[src/rtl/nine_bit_spi_pkg.sv]
package nine_bit_spi_pkg;

    localparam int WORD_W = 9;
    localparam int BYTE_W = 8;
    localparam logic [BYTE_W-1:0] READ_ID_OP = 8'h04;

    typedef enum logic [1:0] {
        WE_IDLE,
        WE_SHIFT,
        WE_GAP
    } word_state_e;

    typedef enum logic [2:0] {
        SQ_IDLE,
        SQ_CMD,
        SQ_FETCH,
        SQ_PARAM,
        SQ_DUMMY,
        SQ_IDWORD
    } seq_state_e;

    typedef struct packed {
        word_state_e        st;
        logic [WORD_W-1:0]  sh;
        logic [BYTE_W-1:0]  rx;
        logic [3:0]         left;
        logic               sclk;
        logic               cs_n;
        logic               gap;
        logic               done;
    } word_reg_t;

endpackage

[src/rtl/nine_bit_spi_tick.sv]
module nine_bit_spi_tick #(
    parameter int HALF_DIV = 25
) (
    input  logic clk,
    input  logic rst_n,
    input  logic clear,
    output logic tick
);
    localparam int CW = (HALF_DIV > 1) ? $clog2(HALF_DIV) : 1;
    localparam logic [CW-1:0] LAST = CW'(HALF_DIV - 1);

    logic [CW-1:0] cnt_d, cnt_q;

    assign tick = (cnt_q == LAST) && !clear;

    always_comb begin
        if (clear || cnt_q == LAST) cnt_d = '0;
        else                        cnt_d = cnt_q + 1'b1;
    end

    always_ff @(posedge clk or negedge rst_n) begin
        if (!rst_n) cnt_q <= '0;
        else        cnt_q <= cnt_d;
    end
endmodule

[src/rtl/nine_bit_spi_word.sv]
module nine_bit_spi_word
    import nine_bit_spi_pkg::*;
#(
    parameter int HALF_DIV = 25
) (
    input  logic              clk,
    input  logic              rst_n,
    input  logic              tick,
    input  logic              start,
    input  logic [WORD_W-1:0] tx_word,
    input  logic              short_word,
    output logic              clr_div,
    output logic              done,
    output logic [BYTE_W-1:0] rx_byte,
    output logic              cs_n,
    output logic              sclk,
    output logic              mosi,
    input  logic              miso
);
    localparam word_reg_t WE_RST = '{st: WE_IDLE, sh: '0, rx: '0, left: '0,
                                     sclk: 1'b0, cs_n: 1'b1, gap: 1'b0, done: 1'b0};

    word_reg_t d, q;

    always_comb begin
        d      = q;
        d.done = 1'b0;
        clr_div = 1'b0;
        case (q.st)
            WE_IDLE: begin
                if (start) begin
                    clr_div = 1'b1;
                    d.st    = WE_SHIFT;
                    d.sh    = tx_word;
                    d.rx    = '0;
                    d.left  = short_word ? 4'd8 : 4'd9;
                    d.cs_n  = 1'b0;
                    d.sclk  = 1'b0;
                end
            end
            WE_SHIFT: begin
                if (tick) begin
                    if (!q.sclk) begin
                        d.sclk = 1'b1;
                        d.rx   = {q.rx[BYTE_W-2:0], miso};
                        d.left = q.left - 4'd1;
                    end else begin
                        d.sclk = 1'b0;
                        if (q.left == 4'd0) begin
                            d.st   = WE_GAP;
                            d.cs_n = 1'b1;
                            d.gap  = 1'b0;
                        end else begin
                            d.sh = {q.sh[WORD_W-2:0], 1'b0};
                        end
                    end
                end
            end
            WE_GAP: begin
                if (tick) begin
                    if (q.gap) begin
                        d.st   = WE_IDLE;
                        d.done = 1'b1;
                    end else begin
                        d.gap = 1'b1;
                    end
                end
            end
            default: d = WE_RST;
        endcase
    end

    always_ff @(posedge clk or negedge rst_n) begin
        if (!rst_n) q <= WE_RST;
        else        q <= d;
    end

    assign done    = q.done;
    assign rx_byte = q.rx;
    assign cs_n    = q.cs_n;
    assign sclk    = q.sclk;
    assign mosi    = q.sh[WORD_W-1];

    // checker state: cycles select has been high, saturating
    localparam int GAP_MIN = 2 * HALF_DIV;
    localparam int GW = $clog2(GAP_MIN + 1);
    logic [GW-1:0] hi_cnt_q;
    always_ff @(posedge clk or negedge rst_n) begin
        if (!rst_n)                         hi_cnt_q <= GW'(GAP_MIN);
        else if (!q.cs_n)                   hi_cnt_q <= '0;
        else if (hi_cnt_q < GW'(GAP_MIN))   hi_cnt_q <= hi_cnt_q + 1'b1;
    end

    assert_clk_idle_low_R3: assert property (@(posedge clk) disable iff (!rst_n)
        cs_n |-> !sclk);
    assert_data_hold_high_R3: assert property (@(posedge clk) disable iff (!rst_n)
        (sclk && $past(sclk)) |-> $stable(mosi));
    assert_start_when_idle_R2: assert property (@(posedge clk) disable iff (!rst_n)
        start |-> (q.st == WE_IDLE));
    assert_select_gap_R6: assert property (@(posedge clk) disable iff (!rst_n)
        $fell(cs_n) |-> (hi_cnt_q >= GW'(GAP_MIN)));
endmodule

[src/rtl/nine_bit_spi_seq.sv]
module nine_bit_spi_seq
    import nine_bit_spi_pkg::*;
#(
    parameter int CNT_W = 8
) (
    input  logic              clk,
    input  logic              rst_n,
    input  logic              req_valid,
    output logic              req_ready,
    input  logic              req_read,
    input  logic [BYTE_W-1:0] req_cmd,
    input  logic [CNT_W-1:0]  req_count,
    input  logic              param_valid,
    output logic              param_ready,
    input  logic [BYTE_W-1:0] param_data,
    input  logic              word_done,
    input  logic [BYTE_W-1:0] word_rx,
    output logic              word_start,
    output logic [WORD_W-1:0] word_tx,
    output logic              word_short,
    output logic              busy,
    output logic              done,
    output logic [BYTE_W-1:0] id_data
);
    typedef struct packed {
        seq_state_e         st;
        logic               rd;
        logic [CNT_W-1:0]   remain;
        logic               start;
        logic [WORD_W-1:0]  tx;
        logic               short_w;
        logic               done;
        logic [BYTE_W-1:0]  id;
    } seq_reg_t;

    localparam seq_reg_t SQ_RST = '{st: SQ_IDLE, rd: 1'b0, remain: '0, start: 1'b0,
                                    tx: '0, short_w: 1'b0, done: 1'b0, id: '0};

    seq_reg_t d, q;

    always_comb begin
        d         = q;
        d.start   = 1'b0;
        d.done    = 1'b0;
        req_ready   = (q.st == SQ_IDLE);
        param_ready = (q.st == SQ_FETCH);
        case (q.st)
            SQ_IDLE: begin
                if (req_valid) begin
                    d.st      = SQ_CMD;
                    d.rd      = req_read;
                    d.remain  = req_read ? '0 : req_count;
                    d.tx      = {1'b0, req_read ? READ_ID_OP : req_cmd};
                    d.short_w = 1'b0;
                    d.start   = 1'b1;
                end
            end
            SQ_CMD: begin
                if (word_done) begin
                    if (q.rd) begin
                        d.st    = SQ_DUMMY;
                        d.tx    = '0;
                        d.start = 1'b1;
                    end else if (q.remain == '0) begin
                        d.st   = SQ_IDLE;
                        d.done = 1'b1;
                    end else begin
                        d.st = SQ_FETCH;
                    end
                end
            end
            SQ_FETCH: begin
                if (param_valid) begin
                    d.st     = SQ_PARAM;
                    d.tx     = {1'b1, param_data};
                    d.remain = q.remain - 1'b1;
                    d.start  = 1'b1;
                end
            end
            SQ_PARAM: begin
                if (word_done) begin
                    if (q.remain == '0) begin
                        d.st   = SQ_IDLE;
                        d.done = 1'b1;
                    end else begin
                        d.st = SQ_FETCH;
                    end
                end
            end
            SQ_DUMMY: begin
                if (word_done) begin
                    d.st      = SQ_IDWORD;
                    d.tx      = '0;
                    d.short_w = 1'b1;
                    d.start   = 1'b1;
                end
            end
            SQ_IDWORD: begin
                if (word_done) begin
                    d.st      = SQ_IDLE;
                    d.id      = word_rx;
                    d.short_w = 1'b0;
                    d.done    = 1'b1;
                end
            end
            default: d = SQ_RST;
        endcase
    end

    always_ff @(posedge clk or negedge rst_n) begin
        if (!rst_n) q <= SQ_RST;
        else        q <= d;
    end

    assign word_start = q.start;
    assign word_tx    = q.tx;
    assign word_short = q.short_w;
    assign busy       = (q.st != SQ_IDLE);
    assign done       = q.done;
    assign id_data    = q.id;

    assert_done_single_R7: assert property (@(posedge clk) disable iff (!rst_n)
        done |=> !done);
    assert_busy_on_accept_R7: assert property (@(posedge clk) disable iff (!rst_n)
        (req_valid && req_ready) |=> busy);
    assert_id_from_last_word_R5: assert property (@(posedge clk) disable iff (!rst_n)
        (q.st == SQ_IDWORD && word_done) |=> (id_data == $past(word_rx)));
endmodule

[src/rtl/nine_bit_spi_port.sv]
module nine_bit_spi_port
    import nine_bit_spi_pkg::*;
#(
    parameter int CLK_HZ  = 50_000_000,
    parameter int SCLK_HZ = 1_000_000,
    parameter int CNT_W   = 8
) (
    input  logic              clk,
    input  logic              rst_n,
    input  logic              req_valid,
    output logic              req_ready,
    input  logic              req_read,
    input  logic [7:0]        req_cmd,
    input  logic [CNT_W-1:0]  req_count,
    input  logic              param_valid,
    output logic              param_ready,
    input  logic [7:0]        param_data,
    output logic              busy,
    output logic              done,
    output logic [7:0]        id_data,
    output logic              cs_n,
    output logic              sclk,
    output logic              mosi,
    input  logic              miso
);
    localparam int HALF_RAW = CLK_HZ / (2 * SCLK_HZ);
    localparam int HALF_DIV = (HALF_RAW < 1) ? 1 : HALF_RAW;

    logic              tick, clr_div, word_start, word_short, word_done;
    logic [WORD_W-1:0] word_tx;
    logic [BYTE_W-1:0] word_rx;

    nine_bit_spi_tick #(.HALF_DIV(HALF_DIV)) u_tick (
        .clk(clk), .rst_n(rst_n), .clear(clr_div), .tick(tick)
    );

    nine_bit_spi_word #(.HALF_DIV(HALF_DIV)) u_word (
        .clk(clk), .rst_n(rst_n), .tick(tick), .start(word_start),
        .tx_word(word_tx), .short_word(word_short), .clr_div(clr_div),
        .done(word_done), .rx_byte(word_rx), .cs_n(cs_n), .sclk(sclk),
        .mosi(mosi), .miso(miso)
    );

    nine_bit_spi_seq #(.CNT_W(CNT_W)) u_seq (
        .clk(clk), .rst_n(rst_n), .req_valid(req_valid), .req_ready(req_ready),
        .req_read(req_read), .req_cmd(req_cmd), .req_count(req_count),
        .param_valid(param_valid), .param_ready(param_ready),
        .param_data(param_data), .word_done(word_done), .word_rx(word_rx),
        .word_start(word_start), .word_tx(word_tx), .word_short(word_short),
        .busy(busy), .done(done), .id_data(id_data)
    );
endmodule

[config.mk]
export PLATFORM = sky130hd
export DESIGN_NAME = nine_bit_spi_port
export DESIGN_NICKNAME = d
export VERILOG_FILES = /design/src/rtl/nine_bit_spi_pkg.sv /design/src/rtl/nine_bit_spi_tick.sv /design/src/rtl/nine_bit_spi_word.sv /design/src/rtl/nine_bit_spi_seq.sv /design/src/rtl/nine_bit_spi_port.sv
export SDC_FILE = /design/constraint.sdc
export NUM_CORES = 1
export LEC_CHECK = 0
export BUFFER_PORTS_ARGS = -buffer_cell sky130_fd_sc_hd__buf_2
export CAP_MARGIN = 20
export CORE_UTILIZATION = 50
export CTS_CLUSTER_DIAMETER = 40
export DETAILED_ROUTE_END_ITERATION = 7
export GPL_ROUTABILITY_DRIVEN = 0
export MAX_ROUTING_LAYER = met4
export PLACE_DENSITY = 0.71
export SYNTH_ARGS = -nofsm -noshare
export SYNTH_HDL_FRONTEND = slang
export SYNTH_SLANG_ARGS = --single-unit
export TNS_END_PERCENT = 100
[constraint.sdc]
create_clock -name clk -period 1.6 [get_ports clk]
set_input_delay 0.32 -clock clk [delete_from_list [all_inputs] [get_ports clk]]
set_output_delay 0.32 -clock clk [all_outputs]
set_load 0.01 [all_outputs]
==> reports/metrics.yaml <==
status:
  status: "finished, violations left"
  violations: "setup timing"
critical_path:
  path_delay_family: "simple AND/OR/NAND/NOR gates"
  crit_path_max_incr_delay_ns: 0.41
  arrival_ns: 2.01
  startpoint_type: "flop"
  critPathBufInv: 3
  cpMaxStageDelayCell: "dfrtp_1"
  cp.depth: 7
  criticalPathCategory: "reg -> reg"
  setup.worst_path.end_class: "flop"
  cpMostUsedCell: "buf_6"
  timing.critical_path.cells: "buf_6 > buf_6 > nand3b_1 > nor3b_4 > buf_6 > a211oi_4 > a221o_1"
  worstPathRequired_ns: 1.83
  crit_path_max_fanout: 5
  reg2reg_depth: 7
clock_tree:
  cts_tree: "built"
  cts-root-buf: "clkbuf_8"
  htreeDepth: 3
  cts_max_path_buffers: 2
  cts.sinks: 64
  insertion_delay_ns: 0.35
  clkSlewWorstSetupHoldPaths_ns: 0.07
  numCtsBuffers: 9
yosys:
  netlist_top_cells_area: "dfrtp_1 (48%), mux2i_1 (3.4%), o21ai_0 (3.2%), a221o_1 (3.1%), nor2_1 (2.6%)"
  yosysTopAreaCell: "dfrtp_1"
  synth-seq-cells: 64
  async_flop_share_pct: 100
  netlist-cell-type-count: 54
  syn-cell-area_sq_um: 3270
  syn-instance-count: 316
  synth_top_area_share_pct: 48.2
  ys_seq_area_share_pct: 49.0
  ys.flop_type: "dfrtp_1"
  synth_nets: 352
  syn_avg_cell_area_sq_um: 10.3
  synth_edf_count: 0
  synth_warnings: 0
layout:
  fill_cells: 434
  fin_util_pct: 72.9
  num_antenna_cells: 0
  multi_input_area_sq_um: 1730
  layout-drive-gt1-share_pct: 44.7
  nNetsFinal: 452
  syn_to_final_growth_pct: 40.8
  regArea_sq_um: 1610
  stdcell_area_sq_um: 4600
sta:
  holdWs_ns: 0.176
  setup_tns_ns: -3.18
  fin_worst_skew_ns: 0.00783
  max_freq_mhz: 562
  hold_viol_final: 0
  rsz0062_at_grt: "yes"
  fin_crit_sh_pct: 111
  layout_setup_ws_ns: -0.181
  slew_headroom_pct: 54.1
  worstMarginPinSlew_ns: 0.688
  maxSlewViolCount: 0
  min_period_ns: 1.78
  finalSetupViolCount: 28
pwr:
  intPower_w: 0.00273
  p_per_area_nw_per_um2: 779
  finalPower_w: 0.00359
  vdd_drop_max_v: 0.000548
  p_comb_share_pct: 7.3
  p_leak_nw: 2.21
  clkPwrFrac_pct: 44.7
  pwr-share-seq_pct: 48.0
  p_sw_w: 0.000859
  p_sw_share_pct: 24.0
die:
  fp-row-count: 29
  initial_core_util_pct: 51.8
  die_h_microns: 82.8
  die_area_sq_um: 6860
  io_pins: 45
  core-area_sq_um: 6310
  fp.dieW_microns: 82.8
route:
  ant_nets: 0
  drc: 0
  via_per_inst: 5.85
  finalWirelength_microns: 8520
  drt_pass1_iterations: 4
  num_vias: 2914
  drtIter0Drc: 163
  wire_per_inst_microns: 17.1
placed_design:
  io_buffers: 44
  dp_hpwl_microns: 5110
  dpl_cell_area_sq_um: 3810
global_route:
  grt_pass1_wl_microns: 13500
  grt_pass1_vias: 2860
  grt_usage_pct: 25.2
  grt_overflow: 0
  antenna_found_initial: 0
  grt_max_degree: 49
worst_hold_path:
  hold_class: "in -> reg"
  hold_path_depth: 3
flow_run:
  max-cap-violations: 0
cells in the mapped netlist (2+ instances only):
cell / number
dfrtp_1: 63
o2bb2ai_1: 9
buf_2: 5
or3_1: 3
ha_1: 6
nor2b_1: 3
nand3b_1: 3
nand2_1: 12
buf_1: 2
nor2_1: 23
nor3b_1: 5
a211oi_1: 3
mux2i_1: 11
a21oi_1: 9
xor2_1: 2
nand3_1: 7
buf_4: 8
a22o_1: 9
o311a_1: 2
o41ai_1: 9
nor3_1: 11
a221o_1: 10
o211ai_1: 3
a32oi_1: 3
inv_1: 16
a22oi_1: 9
and2_1: 7
nand2b_1: 3
buf_6: 2
o21ai_0: 21
xnor2_1: 2
clkbuf_1: 13
power groups by stage:
stage	clock network [W]	registers, W	logic [W]
6_report	0.00160	0.00172	0.000262
3_5_place_dp	0	0.00175	0.000230
5_1_grt	0.00169	0.00172	0.000292
3_3_place_gp	0	0.00174	0.000222
2_1_floorplan	0	0.00173	0.000111
4_1_cts	0.00162	0.00172	0.000243
through the flow:
step	setup WS [ns]	std cells
floorplan	-0.110	316
global placement	-0.0791	456
detailed placement	-0.240	456
CTS	-0.162	490
global route	-0.213	498
finish	-0.181	498
state kept, by name, summed over array words and instances, names as in the netlist:
signal            cells
u_word.done           1
u_seq.id_data         8
u_seq.done            1
u_word.sclk           1
u_seq.q              12
u_tick.cnt_q          5
u_seq.word_start      1
u_word.mosi           1
u_seq.word_tx         9
u_word.cs_n           1
u_seq.word_short      1
u_word.q             15
u_word.rx_byte        8
cells by family after synthesis:
family,synth area share (%)
AO/OA/AOI/OAI,22.7
multiplexers,3.37
AND/OR/NAND/NOR,14.6
XOR/XNOR,1.07
flip-flops,49.0
adder cells (fa/ha/maj),2.30
buffers and inverters,6.85
routing by layer:
layer,global-route usage (%),up-vias,share of wire [%]
li1,-,1377,-
met1,32.7,1462,44
met2,40.5,58,50
met3,3.78,17,3.4
met4,9.09,0,1.7
met5,-,-,0
placed cells by master (no fill, tap or decap), types with 8 or more instances in the layout:
cell type,n
o41ai_2,9
a22oi_1,9
o21ai_2,9
buf_6,21
clkbuf_8,10
nand2_1,11
nor2_1,21
buf_4,51
o2bb2ai_1,8
buf_2,43
nor3_1,8
inv_1,11
a22o_1,9
dfrtp_1,61
a221o_1,10
a21oi_1,8
mux2i_1,11
layout make-up:
class	count	area share (%)
Clock buffer	10	2.99
Clock inverter	6	2.01
Inverter	16	1.31
Multi-Input combinational cell	207	37.6
Sequential cell	64	34.9
Tap cell	77	2.09
Timing Repair Buffer	118	19.1
path summary, 6_finish.rpt:
kind / start / to / slack (ns)
setup / recovery: u_seq.q[31]$_DFFE_PN0P_ / u_seq.word_tx[6]$_DFFE_PN0P_ / -0.18
hold / removal: req_count[6] / u_seq.q[26]$_DFFE_PN0P_ / 0.18
setup reg to reg: u_seq.q[31]$_DFFE_PN0P_ / u_seq.word_tx[6]$_DFFE_PN0P_ / -0.18
hold reg to reg: u_word.mosi$_DFFE_PN0P_ / u_word.mosi$_DFFE_PN0P_ / 0.49
max in group asynchronous: rst_n / u_seq.q[30]$_DFFE_PN0P_ / 0.57
min in group asynchronous: rst_n / u_tick.cnt_q[1]$_DFF_PN0_ / 0.43
worst reg2reg max path: cells and delay by family, from the launching register on:
| kind | cells | cell delay [ns] |
|---|---|---|
| AOI/OAI and AO/OA | 2 | 0.38 |
| and+or+nand+nor | 2 | 0.46 |
| DFF | 1 | 0.41 |
| buffers and inverters | 3 | 0.41 |
repair_timing:
action | in CTS | in global routing
endpoints found under the hold margin | 15 | 0
resized for setup | 45 | 41
buffers inserted | 16 | 9
cloned | 1 | 1
hold buffers | 1 | 0
setup endpoints to repair | 31 | 49
pin swaps | 9 | 11
No activity file was read; power rests on OpenSTA's default activity.
